### src/rtl/ea_pkg.sv
package ea_pkg;
    localparam int PA_W     = 10;
    localparam int DA_W     = 8;
    localparam int HI_W     = PA_W - DA_W;
    localparam int REL_W    = 6;
    localparam int REL_BIAS = 31;
    localparam int MODE_W   = 3;

    typedef enum logic [MODE_W-1:0] {
        AM_INDEXED  = 3'd0,
        AM_DIRECT   = 3'd1,
        AM_IMMED    = 3'd2,
        AM_INHERENT = 3'd3,
        AM_ABSOLUTE = 3'd4,
        AM_RELATIVE = 3'd5
    } ea_mode_e;

    typedef struct packed {
        logic [PA_W-1:0] addr;
        logic            prog;
        logic [DA_W-1:0] imm;
        logic            bad;
    } ea_res_t;

    localparam ea_res_t EA_RES_ZERO = '0;

    function automatic logic [PA_W-1:0] abs_target(input logic [DA_W-1:0] hi,
                                                   input logic [DA_W-1:0] lo);
        return {hi[HI_W-1:0], lo};
    endfunction
endpackage

### src/rtl/ea_wrap_add.sv
module ea_wrap_add #(
    parameter int W = 10
) (
    input  logic [W-1:0] base,
    input  logic [W-1:0] plus,
    input  logic [W-1:0] minus,
    output logic [W-1:0] sum
);
    always_comb begin
        sum = base + plus - minus;
    end
endmodule

### src/rtl/ea_mode_decode.sv
module ea_mode_decode
    import ea_pkg::*;
(
    input  logic [MODE_W-1:0] mode,
    input  logic              long_xfer,
    input  logic              idx_prog,
    input  logic [DA_W-1:0]   opnd0,
    input  logic [DA_W-1:0]   opnd1,
    input  logic [PA_W-1:0]   idx_sum,
    input  logic [PA_W-1:0]   rel_sum,
    output ea_res_t           res
);
    ea_mode_e m;

    always_comb begin
        m   = ea_mode_e'(mode);
        res = EA_RES_ZERO;
        case (m)
            AM_INDEXED: begin
                res.addr = idx_sum;
                res.prog = idx_prog;
            end
            AM_DIRECT: begin
                res.addr = PA_W'(opnd0);
            end
            AM_IMMED: begin
                res.imm = opnd0;
            end
            AM_INHERENT: begin
                res = EA_RES_ZERO;
            end
            AM_ABSOLUTE: begin
                if (long_xfer) begin
                    res.addr = abs_target(opnd0, opnd1);
                    res.prog = 1'b1;
                end else begin
                    res.bad = 1'b1;
                end
            end
            AM_RELATIVE: begin
                res.addr = rel_sum;
                res.prog = 1'b1;
            end
            default: begin
                res.bad = 1'b1;
            end
        endcase
    end
endmodule

### src/rtl/ea_gen_top.sv
module ea_gen_top
    import ea_pkg::*;
(
    input  logic              clk,
    input  logic              rst,
    input  logic              req_vld,
    input  logic [MODE_W-1:0] mode,
    input  logic              long_xfer,
    input  logic              idx_prog,
    input  logic [PA_W-1:0]   pc,
    input  logic [PA_W-1:0]   xptr,
    input  logic [DA_W-1:0]   opnd0,
    input  logic [DA_W-1:0]   opnd1,
    output logic              res_vld,
    output logic [PA_W-1:0]   ea,
    output logic              ea_prog,
    output logic [DA_W-1:0]   imm_out,
    output logic              illegal
);
    logic [PA_W-1:0] idx_sum;
    logic [PA_W-1:0] rel_sum;
    ea_res_t         nxt;
    ea_res_t         cur;
    logic            vld_q;

    // Indexed: pointer plus unsigned byte, wrapping at the program-space size
    ea_wrap_add #(.W(PA_W)) u_idx_add (
        .base  (xptr),
        .plus  (PA_W'(opnd0)),
        .minus ('0),
        .sum   (idx_sum)
    );

    // Relative: biased 6-bit field gives the asymmetric displacement
    ea_wrap_add #(.W(PA_W)) u_rel_add (
        .base  (pc),
        .plus  (PA_W'(opnd0[REL_W-1:0])),
        .minus (PA_W'(REL_BIAS)),
        .sum   (rel_sum)
    );

    ea_mode_decode u_dec (
        .mode      (mode),
        .long_xfer (long_xfer),
        .idx_prog  (idx_prog),
        .opnd0     (opnd0),
        .opnd1     (opnd1),
        .idx_sum   (idx_sum),
        .rel_sum   (rel_sum),
        .res       (nxt)
    );

    always_ff @(posedge clk) begin
        if (rst) begin
            cur   <= EA_RES_ZERO;
            vld_q <= 1'b0;
        end else begin
            vld_q <= req_vld;
            if (req_vld) begin
                cur <= nxt;
            end
        end
    end

    assign res_vld = vld_q;
    assign ea      = cur.addr;
    assign ea_prog = cur.prog;
    assign imm_out = cur.imm;
    assign illegal = cur.bad;

    p_vld_follows_r1: assert property (@(posedge clk) disable iff (rst)
        req_vld |=> res_vld);
    p_vld_idle_r1: assert property (@(posedge clk) disable iff (rst)
        !req_vld |=> !res_vld);
    p_hold_r2: assert property (@(posedge clk) disable iff (rst)
        !req_vld |=> ($stable(ea) && $stable(ea_prog) && $stable(imm_out) && $stable(illegal)));
    p_direct_data_r4: assert property (@(posedge clk) disable iff (rst)
        (req_vld && mode == 3'd1) |=> (!ea_prog && ea == PA_W'($past(opnd0))));
    p_imm_value_r5: assert property (@(posedge clk) disable iff (rst)
        (req_vld && mode == 3'd2) |=> (imm_out == $past(opnd0) && ea == '0));
    p_abs_legal_r7: assert property (@(posedge clk) disable iff (rst)
        (req_vld && mode == 3'd4 && long_xfer) |=> (ea_prog && !illegal && ea[DA_W-1:0] == $past(opnd1)));
    p_abs_bad_r8: assert property (@(posedge clk) disable iff (rst)
        (req_vld && mode == 3'd4 && !long_xfer) |=> (illegal && ea == '0));
    p_rel_prog_r9: assert property (@(posedge clk) disable iff (rst)
        (req_vld && mode == 3'd5) |=> (ea_prog && !illegal));
    p_reserved_r10: assert property (@(posedge clk) disable iff (rst)
        (req_vld && mode[2:1] == 2'b11) |=> (illegal && ea == '0 && !ea_prog));
endmodule

### config.mk
export PLATFORM = sky130hd
export DESIGN_NAME = ea_gen_top
export DESIGN_NICKNAME = d
export VERILOG_FILES = /design/src/rtl/ea_pkg.sv /design/src/rtl/ea_wrap_add.sv /design/src/rtl/ea_mode_decode.sv /design/src/rtl/ea_gen_top.sv
export SDC_FILE = /design/constraint.sdc
export NUM_CORES = 1
export LEC_CHECK = 0
export BUFFER_PORTS_ARGS = -buffer_cell sky130_fd_sc_hd__buf_2
export CAP_MARGIN = 20
export CORE_ASPECT_RATIO = 2
export CORE_MARGIN = 2
export CORE_UTILIZATION = 57
export CTS_BUF_LIST = sky130_fd_sc_hd__clkbuf_2 sky130_fd_sc_hd__clkbuf_4 sky130_fd_sc_hd__clkbuf_8
export CTS_CLUSTER_DIAMETER = 50
export DETAILED_ROUTE_END_ITERATION = 12
export PLACE_DENSITY = 0.92
export SLEW_MARGIN = 40
export SYNTH_ARGS = -nofsm -noshare
export SYNTH_HDL_FRONTEND = slang
export SYNTH_SLANG_ARGS = --single-unit
### constraint.sdc
create_clock -name clk -period 4.4 [get_ports clk]
set_clock_uncertainty 0.15 [all_clocks]
set_input_delay 0.88 -clock clk [delete_from_list [all_inputs] [get_ports clk]]
set_output_delay 0.88 -clock clk [all_outputs]
set_load 0.03 [all_outputs]
==> metrics.yaml, run 1 <==
ys_types: 51
fill_cells: 304
wire_per_inst_um: 16.86
clkTransAtPathRegs_ns: 0.07
ctsResizeCount: 0
finalSetupTns_ns: 0
path_class: "in -> reg"
final_max_slew_viol_count: 0
dr_wl_met2_um: 3014
fmax_ghz: 0.3198
syn-num-nets: 321
critPathMaxStageDelay_ns: 0.43
place.detailed.hpwl_um: 4696
powerDensity_mw_per_mm2: 241.9
ys_warn_count: 0
finalPower_uw: 559.0
setup_viol: 0
clock_latency_ns: 0.26
crit_arrival_ns: 3.12
grt_max_degree: 25
avgSynthCellArea_sq_um: 7.740
r2r_end: "ea[3]"
gp_congestion: 0.9180
via_count: 2110
syn2layout_area_growth_pct: 18.02
holdWs_ns: 0.3151
rr_startpoint: "ea[3]"
synth_edf_count: 0
die_area_sq_mm: 0.003949
status: "completed"
cp.required_ns: 4.40
final_nets: 379
cp-startpoint: "opnd0[1]"
cts_tree: "yes"
cts_sinks: 21
final.min_clock_period_ns: 3.127
max_cap_viol_count: 0
relSlewSlack_pct: 63.21
postCtsSetupRepairBufs: 0
mostFrequentLayoutCells: "64 x buf_2, 28 x a21oi_1, 26 x nor2_1"
cts_buffers: 3
antenna_found_initial: 0
io_pins: 65
row_count: 30
ant_nets: 0
crit_path_start_kind: "input port"
via_per_inst: 6.170
synth_cells: 253
ys_ff_latch: 21
ctsHoldBuffers: 0
path_common_cell: "ha_1"
port_buffers: 64
p_leak_uw: 0.001092
die_h_um: 86.89
cpMaxStageDelayCell: "fa_1"
cp.depth: 10
path_max_fanout: 5
drc: 0
cts_max_level: 1
end_kind: "flip-flop"
core-area_sq_mm: 0.003341
crit_chain: "buf_2, ha_1, ha_1, fa_1, a211oi_1, o21bai_1, a211oi_2, mux2i_1, nor4_1, o21ai_0"
fin_crit_sh_pct: 71.06
worstHoldPathType: "reg -> reg"
tightest_slew_ns: 0.5488
dr.max_layer_used: "met4"
peakVddDrop_v: 0.0002408
dr.pass1.iters: 4
diodes: 0
async_reset_ff_share_pct: 0
clock-root-buffer: "clkbuf_8"
wl_met1_um: 2037
rsz0062_at_grt: "no"
synthesis.area_sq_mm: 0.001958
cp-endpoint: "ea[9]"
met3WireLength_um: 276
grt_overflow: 0
mostFrequentLayoutCell: "buf_2"
synth_ff_type: "dfxtp_1"
reg2regPathDepth: 2
drive_above_1_share_pct: 24.19
drt_first_iter_violations: 73
crit_buf_inv: 1
fin_util_pct: 69.18
start_util_pct: 58.61
routed_wl_um: 5766
ff2ff_setup_slack_ns: 3.43
track_usage_pct: 31.26
grt_pass1_vias: 2033
synth-seq-area-share_pct: 21.47
die_w_um: 45.45
grt_first_pass_wirelength_um: 9183
finalHoldViolCount: 0
clk_path_buf_depth: 2
crit_family: "adder cells"
sequential cells by signal, summed over array words and instances, names as in the netlist:
register	flops
imm_out	8
ea	10
ea_prog	1
illegal	1
res_vld	1
metrics by stage:
step                std cells  area [sq um]  setup WS [ns]
finish                    342          2311          1.273
global route              342          2311          1.110
CTS                       342          2311          1.279
detailed placement        338          2265          1.027
global placement          338          2265          1.129
floorplan                 253          1958          1.361
routing by layer:
layer	track usage [%]	vias to the layer above
li1	-	1027
met1	33.20	951
met2	54.03	96
met3	3.320	36
met4	21.12	0
met5	0	-
cell families after synthesis:
logic type                 Yosys count  share of synthesized area (%)
AOI/OAI and AO/OA                   79                          27.67
buffers and inverters               28                          6.006
muxes                                3                          1.534
DFF                                 21                          21.47
adders and majority gates           24                          16.10
xor gates and xnor gates            10                          4.473
and+or+nand+nor                     88                          22.75
how the worst min path moves through the flow:
stage               start  endpoint  slack [ns]  cells past startpoint
finish              ea[5]     ea[5]        0.32                      2
global placement    ea[5]     ea[5]        0.30                      2
floorplan           ea[4]     ea[4]        0.43                      2
global route        ea[6]     ea[6]        0.36                      1
detailed placement  ea[5]     ea[5]        0.30                      2
CTS                 ea[5]     ea[5]        0.32                      2
cell usage after synthesis, types with 2 or more instances:
| cell type | count | area [sq um] |
|---|---|---|
| fa_1 | 2 | 40.04 |
| xnor2_1 | 8 | 70.07 |
| or3_1 | 2 | 12.51 |
| o31ai_1 | 2 | 15.01 |
| clkbuf_2 | 2 | 10.01 |
| ha_1 | 22 | 275.3 |
| nand2_1 | 17 | 63.81 |
| buf_4 | 2 | 15.01 |
| nand3_1 | 5 | 25.02 |
| inv_1 | 17 | 63.81 |
| nand3b_1 | 2 | 15.01 |
| a211oi_2 | 2 | 25.02 |
| dfxtp_1 | 21 | 420.4 |
| o21ai_0 | 13 | 65.06 |
| nor3_1 | 6 | 30.03 |
| a32oi_1 | 5 | 43.79 |
| buf_2 | 2 | 10.01 |
| xor2_1 | 2 | 17.52 |
| nor2_1 | 26 | 97.59 |
| a211oi_1 | 6 | 45.04 |
| a21oi_1 | 28 | 140.1 |
| clkbuf_1 | 5 | 18.77 |
| mux2i_1 | 3 | 30.03 |
| nand2b_1 | 7 | 43.79 |
| nor2b_1 | 15 | 93.84 |
| o22ai_1 | 3 | 18.77 |
| o21a_1 | 2 | 15.01 |
| a31oi_1 | 2 | 12.51 |
| o211ai_1 | 2 | 15.01 |
worst register-to-register path, stage by stage (launching register included):
cell and delay, ns:
dfxtp_1 0.36, nor2_1 0.07, a211oi_1 0.29
layout make-up:
class	count	area, sq um	area share (%)
Multi-Input combinational cell	204	1420	61.45
Tap cell	32	40.04	1.733
Sequential cell	21	420.4	18.19
Inverter	17	63.81	2.761
Clock inverter	1	5.005	0.2166
Clock buffer	3	41.29	1.787
Timing Repair Buffer	64	320.3	13.86
report_power, final:
group          total [uW]  internal, uW  switching (uW)
logic                 235          93.1             141
clock network         123          63.0            60.2
registers             201           197            3.96
Note: power is estimated with default switching activity, not from simulation.
==> run 2: changes to the inputs <==
- ABC_AREA: default -> 1
- CORE_UTILIZATION: 57 -> 52
- PLACE_DENSITY: 0.92 -> 0.85
- clock period: 4.4 -> 3.3 ns (I/O delays scaled with it)
==> run 2 against run 1 <==
Against the previous run:
- synthesized cell count is 21% higher
- register-to-register slack worse by 0.98 ns
- count of clock-buffer cells in the layout stayed put
- power is 29% higher
- sequential share of layout area is 0.089 points higher
- combinational power is 19% higher
- design area is 0.49% lower
- sequential cell count stayed put
- global-route usage is 3.0 points lower
- critical endpoint is now ea[3]
- highest routed layer unchanged
==> metrics.yaml, run 2 <==
powerDensity_mw_per_mm2: 314.0
end_kind: "flip-flop"
gp_congestion: 0.9027
cts_sinks: 21
grt_pass1_vias: 2094
finalSetupTns_ns: 0
synthSimpleGateAreaFrac_pct: 35.14
die_area_sq_mm: 0.004171
dr.pass1.iters: 4
cp-startpoint: "opnd0[1]"
track_usage_pct: 28.22
ys_types: 24
crit_arrival_ns: 2.49
path_class: "in -> reg"
final_nets: 439
ant_nets: 0
min-delay-start: "ea[5]"
relSlewSlack_pct: 50.15
drive_above_1_share_pct: 18.92
hold_depth: 2
clock-root-buffer: "clkbuf_8"
drc: 0
path_max_fanout: 5
clock_latency_ns: 0.26
syn2layout_area_growth_pct: 21.40
tightest_slew_ns: 0.7421
drt_first_iter_violations: 74
syn-num-nets: 375
start_util_pct: 53.09
holdWs_ns: 0.3156
cts_max_level: 1
synth_cells: 307
synthAdderAreaFrac_pct: 16.64
fin_crit_sh_pct: 75.49
synth_top_family_by_area: "simple AND/OR/NAND/NOR gates"
grt_first_pass_wirelength_um: 8645
cp.required_ns: 3.30
place.detailed.hpwl_um: 4591
yosys.cell_count.top_type: "nand2_1"
clk_path_buf_depth: 2
crit_path_start_kind: "input port"
max_cap_viol_count: 0
seqCellArea_sq_um: 420.4
synth_xor_area_share_pct: 1.387
cts_buffers: 3
final.min_clock_period_ns: 2.491
final_max_slew_viol_count: 0
ys_top_cells_by_area: "dfxtp_1 22%, nand2_1 21%, ha_1 15%"
synthesis.area_sq_mm: 0.001894
postCtsSetupRepairBufs: 0
diodes: 0
via_count: 2253
ys_warn_count: 0
finalHoldViolCount: 0
synthTopCellsByCount: "106 x nand2_1, 43 x inv_1, 29 x a21oi_1"
die_w_um: 46.68
setup_viol: 0
synth_edf_count: 0
routed_wl_um: 5445
wire_per_inst_um: 13.00
via_per_inst: 5.377
p_leak_uw: 0.001272
ctsHoldBuffers: 0
muxShareOfSynthArea_pct: 0
mostFrequentLayoutCells: "106 x nand2_1, 64 x buf_2, 43 x inv_1"
synth_compound_area_share_pct: 14.73
worstHoldPathType: "reg -> reg"
avgSynthCellArea_sq_um: 6.170
io_pins: 65
fill_cells: 393
port_buffers: 64
ys_ff_latch: 21
ctsResizeCount: 0
synth-seq-area-share_pct: 22.19
mostFrequentLayoutCell: "nand2_1"
synth_top_cell_by_area: "dfxtp_1"
synth_top_area_share_pct: 22.19
grt_overflow: 0
rsz0062_at_grt: "no"
core-area_sq_mm: 0.003568
status: "completed"
antenna_found_initial: 0
row_count: 31
largest_register_ffs: 10
reg2regPathDepth: 2
clkTransAtPathRegs_ns: 0.07
cts_tree: "yes"
async_reset_ff_share_pct: 0
peakVddDrop_v: 0.0002180
rr_startpoint: "ea_prog"
fmax_ghz: 0.4014
die_h_um: 89.36
grt_max_degree: 31
synth_ff_type: "dfxtp_1"
multi_input_area_sq_mm: 0.001286
run 2: cell types whose count changed after synthesis, sizes merged, moves of 4 or more:
cell / before / now
nor2: 26 / 12
a211oi: 8 / 0
nand3: 5 / 25
nor2b: 15 / 0
nand4: 1 / 6
nor3: 7 / 2
inv: 17 / 43
nand2b: 7 / 0
a32oi: 5 / 1
nand2: 17 / 106
xnor2: 8 / 3
run 2: cells by family (layout without fill, tap and decap cells):
group	Yosys count	count (layout)
AOI/OAI and AO/OA	52	52
xor gates and xnor gates	3	3
adders and majority gates	24	24
buffers and inverters	49	112
DFF	21	21
and+or+nand+nor	158	158
run 2: final cells by class:
type	instances	area share, %
repair buffers	64	13.93
clock buffers	3	1.795
multi-input cells	237	55.93
flip-flops and latches	21	18.28
well taps	49	2.666
inverters	44	7.182
clock inverters	1	0.2176
run 2: final timing paths:
check / slack [ns] / endpoint
max: 0.81 / ea[3]
min: 0.32 / ea[5]
max reg2reg: 2.45 / ea_prog
min reg2reg: 0.32 / ea[5]
run 2: power by group:
| group | total [uW] | switching (uW) | leakage [uW] | internal (uW) |
|---|---|---|---|---|
| logic | 279 | 176 | 0.00107 | 103 |
| registers | 273 | 6.53 | 0.000172 | 267 |
| clock network | 169 | 85.1 | 0.0000255 | 84.2 |
| total | 722 | 268 | 0.00127 | 454 |
run 2: metal layers:
metal  up-vias  track usage (%)  wire length, um
met1      1008            27.43             1899
met2        82            50.63             2962
li1       1131                -                -
met4         0            19.44              370
met3        32            4.646              212
met5         -                0                0
run 2: critical path: stages:
cell	delay, ns
buf_2	0.14
ha_1	0.28
ha_1	0.23
fa_1	0.41
or2_2	0.31
a32oi_1	0.19
o211ai_1	0.11
nand2_1	0.08
a21oi_1	0.06
run 2: metrics by stage:
stage	setup WS (ns)	cell area, sq um	cells	util [%]	power, uW
3_3_place_gp	0.6002	2253	415	63.15	548.8
2_1_floorplan	0.8262	1894	307	-	467.9
3_5_place_dp	0.5550	2253	415	63.15	555.9
4_1_cts	0.8318	2300	419	64.45	721.9
5_1_grt	0.6596	2300	419	64.45	772.8
6_report	0.8089	2300	419	64.45	722.0
==> run 3: changes to the inputs <==
- clock period: 3.3 -> 2.6 ns (I/O delays scaled with it)
==> run 3 against run 2 <==
Against the previous run:
- count of clock-buffer cells in the layout stayed put
- utilization is 0.42 points higher
- power is 27% higher
- die area stayed put
- clock power is 27% higher
- routed wire length is 0.99% lower
- non-clock buffer count is 2 higher
- critical path depth stayed put
- worst setup slack worse by 0.52 ns
- hold slack worse by 0.0024 ns
- design area is 0.65% higher
==> metrics.yaml, run 3 (same netlist as run 2, synthesis figures left out) <==
hold_depth: 2
clock-root-buffer: "clkbuf_8"
mostFrequentLayoutCell: "nand2_1"
crit_family: "adder cells"
wire_per_inst_um: 12.81
crit_arrival_ns: 2.31
setup_viol: 0
cp.depth: 9
grt_max_degree: 31
reg2regPathDepth: 2
drive_above_1_share_pct: 19.35
cts_buffers: 3
clk_path_buf_depth: 2
mostFrequentLayoutCells: "106 x nand2_1, 64 x buf_2, 43 x inv_1"
die_w_um: 46.68
setup_slack_ns: 0.2915
cp-endpoint: "ea[3]"
peakVddDrop_v: 0.0002550
drt_first_iter_violations: 77
start_util_pct: 53.09
holdWs_ns: 0.3132
status: "completed"
clkTransAtPathRegs_ns: 0.07
max_cap_viol_count: 0
gp_congestion: 0.9421
r2r_end: "imm_out[4]"
final.min_clock_period_ns: 2.309
path_common_cell: "ha_1"
via_per_inst: 5.371
grt_first_pass_wirelength_um: 8438
grt_overflow: 0
cts_max_level: 1
finalSetupTns_ns: 0
cts_sinks: 21
via_count: 2261
postCtsSetupRepairBufs: 0
clock_latency_ns: 0.26
p_leak_uw: 0.001282
grt_pass1_vias: 2023
path_max_fanout: 3
cts_tree: "yes"
cp-startpoint: "opnd0[1]"
multi_input_area_sq_mm: 0.001286
ff2ff_setup_slack_ns: 1.76
crit_chain: "buf_2, ha_1, ha_1, fa_1, or2_2, a32oi_1, o211ai_1, nand2_1, a21oi_1"
routed_wl_um: 5391
ctsHoldBuffers: 0
diodes: 0
io_pins: 65
largest_register_ffs: 10
worstHoldPathType: "reg -> reg"
crit_path_start_kind: "input port"
final_nets: 441
dr.pass1.iters: 4
finalHoldViolCount: 0
ctsResizeCount: 0
die_area_sq_mm: 0.004171
ant_nets: 0
crit_buf_inv: 1
final_max_slew_viol_count: 0
path_class: "in -> reg"
die_h_um: 89.36
pre_cts_slack_ns: 0.03393
antenna_found_initial: 0
core-area_sq_mm: 0.003568
track_usage_pct: 27.47
powerDensity_mw_per_mm2: 396.5
fmax_ghz: 0.4332
syn2layout_area_growth_pct: 22.19
seqCellArea_sq_um: 420.4
port_buffers: 64
relSlewSlack_pct: 68.39
fill_cells: 380
place.detailed.hpwl_um: 4598
rsz0062_at_grt: "no"
cp.required_ns: 2.60
drc: 0
cpMaxStageDelayCell: "fa_1"
end_kind: "flip-flop"
fin_crit_sh_pct: 88.79
critPathMaxStageDelay_ns: 0.41
row_count: 31
rr_startpoint: "imm_out[4]"
tightest_slew_ns: 0.4724
-- run 3: cell types whose count changed in the layout (fill, tap and decap cells not counted) --
cell / previous run / this run
buf_4: 0 / 2
-- run 3: layout make-up --
class | instances | area share (%)
clock buffer | 3 | 1.784
clock inverter | 1 | 0.2162
inverter | 44 | 7.135
multi-input combinational | 237 | 55.57
sequential | 21 | 18.16
tap | 49 | 2.649
timing repair buffer | 66 | 14.49
-- run 3: worst min-delay path by stage --
| stage | startpoint | to | slack [ns] |
|---|---|---|---|
| finish | ea[0] | ea[0] | 0.31 |
| floorplan | ea[3] | ea[3] | 0.43 |
| detailed placement | ea[5] | ea[5] | 0.30 |
| global placement | ea[1] | ea[1] | 0.30 |
| global route | ea[8] | ea[8] | 0.33 |
| CTS | ea[5] | ea[5] | 0.31 |
-- run 3: per-stage QoR --
step / util [%] / total power (uW) / std cells / instance area (sq um)
2_1_floorplan: - / 593.9 / 307 / 1894
3_3_place_gp: 63.57 / 699.8 / 417 / 2268
3_5_place_dp: 63.57 / 707.4 / 417 / 2268
4_1_cts: 64.87 / 918.5 / 421 / 2315
5_1_grt: 64.87 / 975.5 / 421 / 2315
6_report: 64.87 / 917.8 / 421 / 2315
-- run 3: tightest hold or removal path, stage by stage, from the launching register on --
cell and delay [ns]:
dfxtp_1 0.31, nand2_1 0.06, a21oi_1 0.05
-- run 3: power by group --
part | switching, uW | internal (uW)
clock | 107 | 107
combinational | 225 | 132
sequential | 7.90 | 339
total | 340 | 578
-- run 3: per-layer routing --
layer | GRT usage (%) | share of wire (%)
met5 | 0 | 0
met4 | 17.42 | 5.8
met3 | 3.030 | 5.0
met2 | 50.38 | 55
met1 | 27.28 | 34
